[config.mk]
export PLATFORM = sky130hd
export DESIGN_NAME = circ_addr_gen
export DESIGN_NICKNAME = d
export VERILOG_FILES = /design/src/rtl/cag_pkg.sv /design/src/rtl/cag_regs.sv /design/src/rtl/cag_next.sv /design/src/rtl/circ_addr_gen.sv
export SDC_FILE = /design/constraint.sdc
export NUM_CORES = 1
export LEC_CHECK = 0
export BUFFER_PORTS_ARGS = -buffer_cell sky130_fd_sc_hd__buf_4
export CAP_MARGIN = 20
export CORE_ASPECT_RATIO = 2
export CORE_MARGIN = 2
export CORE_UTILIZATION = 33
export DETAILED_ROUTE_END_ITERATION = 10
export PLACE_DENSITY = 0.53
export SLEW_MARGIN = 5
export SYNTH_ARGS = -nofsm -noshare
export SYNTH_HDL_FRONTEND = slang
export SYNTH_SLANG_ARGS = --single-unit
[constraint.sdc]
create_clock -name clk_i -period 26 [get_ports clk_i]
set_input_delay 0 -clock clk_i [delete_from_list [all_inputs] [get_ports clk_i]]
set_output_delay 0 -clock clk_i [all_outputs]
set_load 0.01 [all_outputs]
[src/rtl/cag_pkg.sv]
package cag_pkg;
  typedef enum logic [1:0] {
    WK_PTR  = 2'd0,
    WK_MOD  = 2'd1,
    WK_LEN  = 2'd2,
    WK_NONE = 2'd3
  } wr_kind_e;
endpackage

[src/rtl/cag_regs.sv]
module cag_regs #(
  parameter int unsigned AW    = 14,
  parameter int unsigned NPTR  = 4,
  parameter int unsigned NMOD  = 4,
  parameter int unsigned SEL_W = 2,
  parameter int unsigned PW    = 2
) (
  input  logic                      clk_i,
  input  logic                      rst_ni,
  input  logic                      wr_en_i,
  input  logic [1:0]                wr_kind_i,
  input  logic [SEL_W-1:0]          wr_sel_i,
  input  logic [AW-1:0]             wr_data_i,
  input  logic                      acc_en_i,
  input  logic [PW-1:0]             acc_ptr_i,
  input  logic [AW-1:0]             nxt_i,
  output logic [NPTR-1:0][AW-1:0]   ptr_o,
  output logic [NMOD-1:0][AW-1:0]   mod_o,
  output logic [NPTR-1:0][AW-1:0]   len_o
);
  import cag_pkg::*;

  logic wr_ptr, wr_mod, wr_len;
  assign wr_ptr = wr_en_i && (wr_kind_i == WK_PTR);
  assign wr_mod = wr_en_i && (wr_kind_i == WK_MOD);
  assign wr_len = wr_en_i && (wr_kind_i == WK_LEN);

  for (genvar i = 0; i < NPTR; i++) begin : g_ptr
    // load beats post-modify on a same-cycle collision
    always_ff @(posedge clk_i or negedge rst_ni) begin
      if (!rst_ni) begin
        ptr_o[i] <= '0;
      end else if (wr_ptr && wr_sel_i == SEL_W'(i)) begin
        ptr_o[i] <= wr_data_i;
      end else if (acc_en_i && acc_ptr_i == PW'(i)) begin
        ptr_o[i] <= nxt_i;
      end
    end

    always_ff @(posedge clk_i or negedge rst_ni) begin
      if (!rst_ni) begin
        len_o[i] <= '0;
      end else if (wr_len && wr_sel_i == SEL_W'(i)) begin
        len_o[i] <= wr_data_i;
      end
    end
  end

  for (genvar j = 0; j < NMOD; j++) begin : g_mod
    always_ff @(posedge clk_i or negedge rst_ni) begin
      if (!rst_ni) begin
        mod_o[j] <= '0;
      end else if (wr_mod && wr_sel_i == SEL_W'(j)) begin
        mod_o[j] <= wr_data_i;
      end
    end
  end
endmodule

[src/rtl/cag_next.sv]
module cag_next #(
  parameter int unsigned AW = 14
) (
  input  logic [AW-1:0] ptr_i,
  input  logic [AW-1:0] mod_i,
  input  logic [AW-1:0] len_i,
  output logic [AW-1:0] nxt_o
);
  logic [AW-1:0]        msk, base, off, lin, circ;
  logic signed [AW+1:0] soff, slen, sadj;

  always_comb begin
    // smallest 2^k - 1 covering len-1
    msk = len_i - AW'(1);
    for (int s = 1; s < int'(AW); s = s * 2) msk = msk | (msk >> s);
    base = ptr_i & ~msk;
    off  = ptr_i & msk;
    soff = $signed({2'b00, off}) + $signed({{2{mod_i[AW-1]}}, mod_i});
    slen = $signed({2'b00, len_i});
    if (soff >= slen)     sadj = soff - slen;
    else if (soff[AW+1])  sadj = soff + slen;
    else                  sadj = soff;
    circ  = base + sadj[AW-1:0];
    lin   = ptr_i + mod_i;
    nxt_o = (len_i == '0) ? lin : circ;
  end
endmodule

[src/rtl/circ_addr_gen.sv]
module circ_addr_gen #(
  parameter int unsigned AW   = 14,
  parameter int unsigned NPTR = 4,
  parameter int unsigned NMOD = 4,
  localparam int unsigned PW    = $clog2(NPTR),
  localparam int unsigned MW    = $clog2(NMOD),
  localparam int unsigned SEL_W = (PW > MW) ? PW : MW
) (
  input  logic             clk_i,
  input  logic             rst_ni,
  input  logic             wr_en_i,
  input  logic [1:0]       wr_kind_i,
  input  logic [SEL_W-1:0] wr_sel_i,
  input  logic [AW-1:0]    wr_data_i,
  input  logic             acc_en_i,
  input  logic [PW-1:0]    acc_ptr_i,
  input  logic [MW-1:0]    acc_mod_i,
  output logic [AW-1:0]    addr_o
);
  logic [NPTR-1:0][AW-1:0] ptr_q;
  logic [NMOD-1:0][AW-1:0] mod_q;
  logic [NPTR-1:0][AW-1:0] len_q;
  logic [AW-1:0]           cur_ptr, cur_mod, cur_len, nxt_ptr, addr_q;

  cag_regs #(
    .AW(AW), .NPTR(NPTR), .NMOD(NMOD), .SEL_W(SEL_W), .PW(PW)
  ) u_regs (
    .clk_i     (clk_i),
    .rst_ni    (rst_ni),
    .wr_en_i   (wr_en_i),
    .wr_kind_i (wr_kind_i),
    .wr_sel_i  (wr_sel_i),
    .wr_data_i (wr_data_i),
    .acc_en_i  (acc_en_i),
    .acc_ptr_i (acc_ptr_i),
    .nxt_i     (nxt_ptr),
    .ptr_o     (ptr_q),
    .mod_o     (mod_q),
    .len_o     (len_q)
  );

  assign cur_ptr = ptr_q[acc_ptr_i];
  assign cur_len = len_q[acc_ptr_i];
  assign cur_mod = mod_q[acc_mod_i];

  cag_next #(.AW(AW)) u_next (
    .ptr_i (cur_ptr),
    .mod_i (cur_mod),
    .len_i (cur_len),
    .nxt_o (nxt_ptr)
  );

  always_ff @(posedge clk_i or negedge rst_ni) begin
    if (!rst_ni)       addr_q <= '0;
    else if (acc_en_i) addr_q <= cur_ptr;
  end

  assign addr_o = addr_q;
endmodule

==> impl_metrics.tcl, run 1 <==
set metrics [dict create \
    outcome "finished clean" \
    relSlewSlack_pct 30.4 \
    nNetsFinal 1349 \
    finalHoldViolCount 0 \
    async_reset_ff_share_pct 100 \
    postSynthAreaPerCell_um2 10.1 \
    peakVddDrop_uv 53.5 \
    htree_levels 4 \
    synth-seq-cells 182 \
    final.period_utilization_pct 40.7 \
    antenna_left 0 \
    grt_pass1_vias 10200 \
    cp_data_arrival_time_ns 10.93 \
    rows 100 \
    drt_iter0_drc 585 \
    floorplan.initialDensity_pct 33.4 \
    synth_cell_type_count 72 \
    grt_max_degree 72 \
    numCtsBuffers 17 \
    wl_per_cell_um 21.8 \
    period_minus_slack_ns 10.57 \
    r2r_cells 38 \
    cts_buffer_depth 2 \
    core_um2 37300 \
    pre_cts_ws_ns 15.07 \
    setup_violations 0 \
    yosys.area.top_type "dfrtp_1" \
    path_common_cell "ha_1" \
    synth_edf_count 0 \
    cts_tree "yes" \
    die_y_um 279 \
    first_pass_iters 5 \
    top_level_ports 40 \
    rrSetupSlack_ns 15.43 \
    dr_total_vias 9649 \
    cts.repair.resized 0 \
    grt_overflow 0 \
    syn_inst 1236 \
    max_cap_viol_count 0 \
    area_delta_synth_final_pct 11.5 \
    cts.sinks 182 \
    postLayoutCoreUtil_pct 37.3 \
    final_max_slew_viol_count 0 \
    reg2reg_from "u_regs.len_o[43]" \
    fillerInstances 3719 \
    cp-startpoint "u_regs.len_o[43]" \
    min_path_type "in -> async" \
    synth_top_area_share_pct 36.6 \
    drc_errors 0 \
    final_cell_mix "182 x dfrtp_1, 130 x mux2_2, 87 x nor2_1, 84 x nand2_1" \
    fin_cells 1720 \
    io_buffer_count 39 \
    synth_seq_area_share_pct 36.6 \
    worst_path_largest_cell_delay_ns 0.59 \
    synthTopCellsByArea "dfrtp_1 37%, mux2_2 12%, mux4_2 7.4%, ha_1 7.0%, a21oi_1 2.8%" \
    grt_usage_pct 19.4 \
    antenna_found_initial 0 \
    synth_nets 1337 \
    ctsRootBufferMaster "clkbuf_16" \
    place_area_um2 13200 \
    cpMaxStageDelayCell "or4b_4" \
    p_per_area_nw_per_um2 153 \
    worst_pin_slew_ns 1.04 \
    insertion_delay_ns 0.45 \
    drive_above_1_share_pct 22.0 \
    fin_setup_tns_ns 0 \
    crit_path_max_fanout 16 \
    power_mw 2.12 \
    die-area_um2 39400 \
    num_antenna_cells 0 \
    yosys_warnings 0 \
    wl_mm 37.5 \
    end_kind "flop" \
    r2r_end "u_regs.ptr_o[54]" \
    syn-cell-area_um2 12500 \
    rsz0062_at_grt "false" \
    crit_path_start_kind "flop" \
    cts.clk_slew.worst_paths_ns 0.08 \
    fin_skew_ns 0.0126 \
    gp_routability_congestion 0.897 \
    via_per_inst 5.61 \
    die_width_um 141 \
    stdcell_area_um2 13900 \
    required_ns 26.36 \
    clock.fmax_mhz 94.6 \
    critPathKind "reg -> reg" \
    hpwl_mm 29.4 \
    dpl.cell_count 1673 \
    final_common_cell "dfrtp_1" \
    grt_pass1_wl_mm 57.9 \
    leakagePower_nw 5.94 \
    worst_slack_ns 15.43 \
    hold_ws_ns 0.0791 \
    ys.flop_type "dfrtp_1" \
]
[worst max-delay path by stage]
| stage | endpoint | cells after the start |
|---|---|---|
| after detailed placement | u_regs.ptr_o[54] | 39 |
| final | u_regs.ptr_o[54] | 38 |
| after global routing | u_regs.ptr_o[54] | 40 |
| after floorplan | u_regs.ptr_o[54] | 39 |
| after CTS | u_regs.ptr_o[54] | 38 |
| after global placement | u_regs.ptr_o[54] | 39 |
[timing repair]
item	4_1_cts	5_1_grt
setup buffers	0	0
hold buffers	15	0
endpoints found under the hold margin	222	0
[report_power, final]
group	leakage [nW]	total (mW)	internal (mW)	switching (mW)
Clock	0.284	0.256	0.129	0.128
Combinational	3.44	1.44	0.583	0.858
Sequential	2.21	0.426	0.377	0.0488
[registers in the layout, indices dropped and copies added, names as in the netlist]
| register | count |
|---|---|
| addr_o | 14 |
| u_regs.len_o | 56 |
| u_regs.mod_o | 56 |
| u_regs.ptr_o | 56 |
[logic make-up after synthesis]
group / after synthesis / synth area share (%)
AOI/OAI and AO/OA: 292 / 15.1
muxes: 186 / 20.4
DFF: 182 / 36.6
xor gates and xnor gates: 39 / 2.74
and+or+nand+nor: 346 / 13.7
buffers and inverters: 116 / 3.68
adders and majority gates: 75 / 7.83
[layer usage]
metal | wire (µm) | GRT usage (%)
met4 | 1670 | 9.26
met2 | 21700 | 39.6
met5 | 0 | 0
met3 | 621 | 1.53
met1 | 13500 | 19.1
[layout make-up]
type | count | area [µm²] | share of cell area [%]
tap | 459 | 574 | 4.13
clock buffer | 17 | 425 | 3.06
multi-input combinational | 938 | 7480 | 53.9
clock inverter | 15 | 154 | 1.11
inverter | 42 | 158 | 1.13
timing repair buffer | 67 | 543 | 3.91
sequential | 182 | 4550 | 32.8
[cells in the mapped netlist, types with 5 or more instances]
cell type  number
nor2_1         93
ha_1           70
buf_1           6
and3_1         12
mux4_2         41
o21bai_1        8
a21oi_1        70
o31ai_1        16
nand2_1        84
or3_1          13
dfrtp_1       182
o22ai_1         6
xnor2_1        27
or4_1           6
a221o_1         5
nand2b_1       17
buf_2           6
o211ai_1        9
and2_1         13
fa_1            5
nand3_1        25
nor2b_1        20
a21o_1         25
a211oi_1       20
nand3b_1        6
xor2_1         12
a31oi_1        11
or2_2           7
o21a_1          6
mux2i_1        15
mux2_2        130
inv_1          41
o21ai_0        70
a21boi_0        7
clkbuf_1       60
nor3_1         32
[worst max-delay path, delay by kind of cell (launching register included)]
family          cells  cell delay (ns)
mux                 1             0.55
buf+inv             2             0.43
compound gates     19             4.36
flops               1             0.38
simple gates        9             2.51
fa+ha+maj           5             1.71
xor+xnor            2             0.53
No activity file was read; power rests on OpenSTA's default activity.
==> inputs of run 2 (changes only) <==
--- a/config.mk
+++ b/config.mk
@@ -11,7 +11,7 @@
 export CORE_MARGIN = 2
 export CORE_UTILIZATION = 33
 export DETAILED_ROUTE_END_ITERATION = 10
-export PLACE_DENSITY = 0.53
+export PLACE_DENSITY = 0.54
 export SLEW_MARGIN = 5
 export SYNTH_ARGS = -nofsm -noshare
 export SYNTH_HDL_FRONTEND = slang
==> constraint.sdc (replaced) <==
create_clock -name clk_i -period 8.8 [get_ports clk_i]
set_input_delay 0 -clock clk_i [delete_from_list [all_inputs] [get_ports clk_i]]
set_output_delay 0 -clock clk_i [all_outputs]
set_load 0.01 [all_outputs]
==> run 2 against run 1 <==
  * Setup slack worse by 15 ns
  * Via count grew 11%
  * Flip-flop and latch count did not move
  * Cell count up 12%
  * Clock skew is 0.0016 ns higher
  * Utilization grew 5.5 points
  * Critical endpoint unchanged
==> impl_metrics.tcl, run 2 (synthesized netlist as in run 1, its figures left out) <==
set metrics [dict create \
    top_regs "u_regs.len_o x56, u_regs.mod_o x56, u_regs.ptr_o x56" \
    cts.clk_slew.worst_paths_ns 0.08 \
    cp_data_arrival_time_ns 8.93 \
    area_delta_synth_final_pct 27.9 \
    wl_mm 40.9 \
    grt_pass1_wl_mm 63.3 \
    die-area_um2 39400 \
    cts_buffer_depth 2 \
    min_to "addr_o[11]" \
    ctsRootBufferMaster "clkbuf_16" \
    rows 100 \
    via_per_inst 5.53 \
    path_common_cell "buf_4" \
    crit_path_max_fanout 5 \
    worst_pin_slew_ns 1.01 \
    cpMaxStageDelayCell "mux4_2" \
    rrSetupSlack_ns 0.22 \
    final_common_cell "buf_4" \
    grt_usage_pct 21.1 \
    htree_levels 4 \
    finalHoldViolCount 0 \
    period_minus_slack_ns 8.58 \
    insertion_delay_ns 0.44 \
    final_max_slew_viol_count 0 \
    top_level_ports 40 \
    required_ns 9.15 \
    final_cell_mix "255 x buf_4, 182 x dfrtp_1, 127 x mux2_2, 83 x nor2_1, 80 x nand2_1" \
    fin_skew_ns 0.0142 \
    antenna_found_initial 0 \
    min_path_type "in -> reg" \
    dr_total_vias 10700 \
    r2r_end "u_regs.ptr_o[54]" \
    dpl.cell_count 1847 \
    die_width_um 141 \
    worst_slack_ns 0.217 \
    worst_path_largest_cell_delay_ns 0.57 \
    drt_iter0_drc 500 \
    nNetsFinal 1558 \
    num_antenna_cells 0 \
    max_cap_viol_count 0 \
    drive_above_1_share_pct 38.1 \
    numCtsBuffers 17 \
    place_area_um2 14500 \
    die_y_um 279 \
    setup_violations 0 \
    cp-startpoint "u_regs.len_o[47]" \
    hold_depth 2 \
    wl_per_cell_um 21.2 \
    hold_start "acc_en_i" \
    grt_pass1_vias 11400 \
    stdcell_area_um2 15900 \
    grt_overflow 0 \
    rsz0062_at_grt "true" \
    critPathKind "reg -> reg" \
    antenna_left 0 \
    final.period_utilization_pct 97.5 \
    floorplan.initialDensity_pct 33.4 \
    gp_routability_congestion 0.910 \
    first_pass_iters 5 \
    cts.sinks 182 \
    drc_errors 0 \
    reg2reg_from "u_regs.len_o[47]" \
    end_kind "flop" \
    clock.fmax_mhz 117 \
    core_um2 37300 \
    cts_tree "yes" \
    r2r_cells 44 \
    fin_cells 1929 \
    crit_path_start_kind "flop" \
    hpwl_mm 32.2 \
    relSlewSlack_pct 31.8 \
    grt_max_degree 115 \
    outcome "finished clean" \
    io_buffer_count 39 \
    pre_cts_ws_ns -0.690 \
]
## run 2: cell type report
class                      instances  area (µm²)
fill                            3582       21400
multi-input combinational        938        7920
sequential                       182        4550
timing repair buffer             276        2140
tap                              459         574
clock buffer                      21         460
inverter                          42         158
clock inverter                    11         123
## run 2: per-layer routing
layer  up-vias  track usage, %  wire, µm
li1       4959               -         -
met1      5312            19.9     14000
met2       265            41.5     23200
met3       137            1.96       732
met4         0            14.5      3020
met5         -               0         0
## run 2: worst max-delay path by stage
stage                       endpoint
detailed placement  u_regs.ptr_o[52]
finish              u_regs.ptr_o[54]
global placement    u_regs.ptr_o[52]
floorplan           u_regs.ptr_o[54]
CTS                 u_regs.ptr_o[52]
global route        u_regs.ptr_o[27]
## run 2: timing repair
| action | CTS | global route |
|---|---|---|
| hold endpoints to repair | 280 | 0 |
| endpoints found under the setup margin | 36 | 40 |
| pin swaps | 24 | 49 |
| hold buffers | 15 | 0 |
| gates resized for setup | 49 | 62 |
| buffers inserted | 28 | 10 |
## run 2: per-stage QoR
stage	setup TNS, ns	hold WS, ns	utilization (%)
3_5_place_dp	-15.95	0.203	38.8
4_1_cts	-0.00413	0.0792	41.9
5_1_grt	-0.893	0.0812	42.7
2_1_floorplan	-0.00690	-0.296	-
3_3_place_gp	-12.31	0.183	38.8
6_report	0	0.0945	42.7
## run 2: critical path: cells and delay by family, from the launching register on
kind                     cells  cell delay [ns]
XOR/XNOR                     2             0.51
buffers and inverters       10             1.31
flip-flops                   1             0.38
AND/OR/NAND/NOR             10             1.72
multiplexers                 2             0.73
AO/OA/AOI/OAI               16             2.70
adder cells (fa/ha/maj)      4             1.13
Power of run 2 is left out: the tool's default activity adds up to more than one toggle a clock period on the data nets, which glitch-free logic cannot reach.
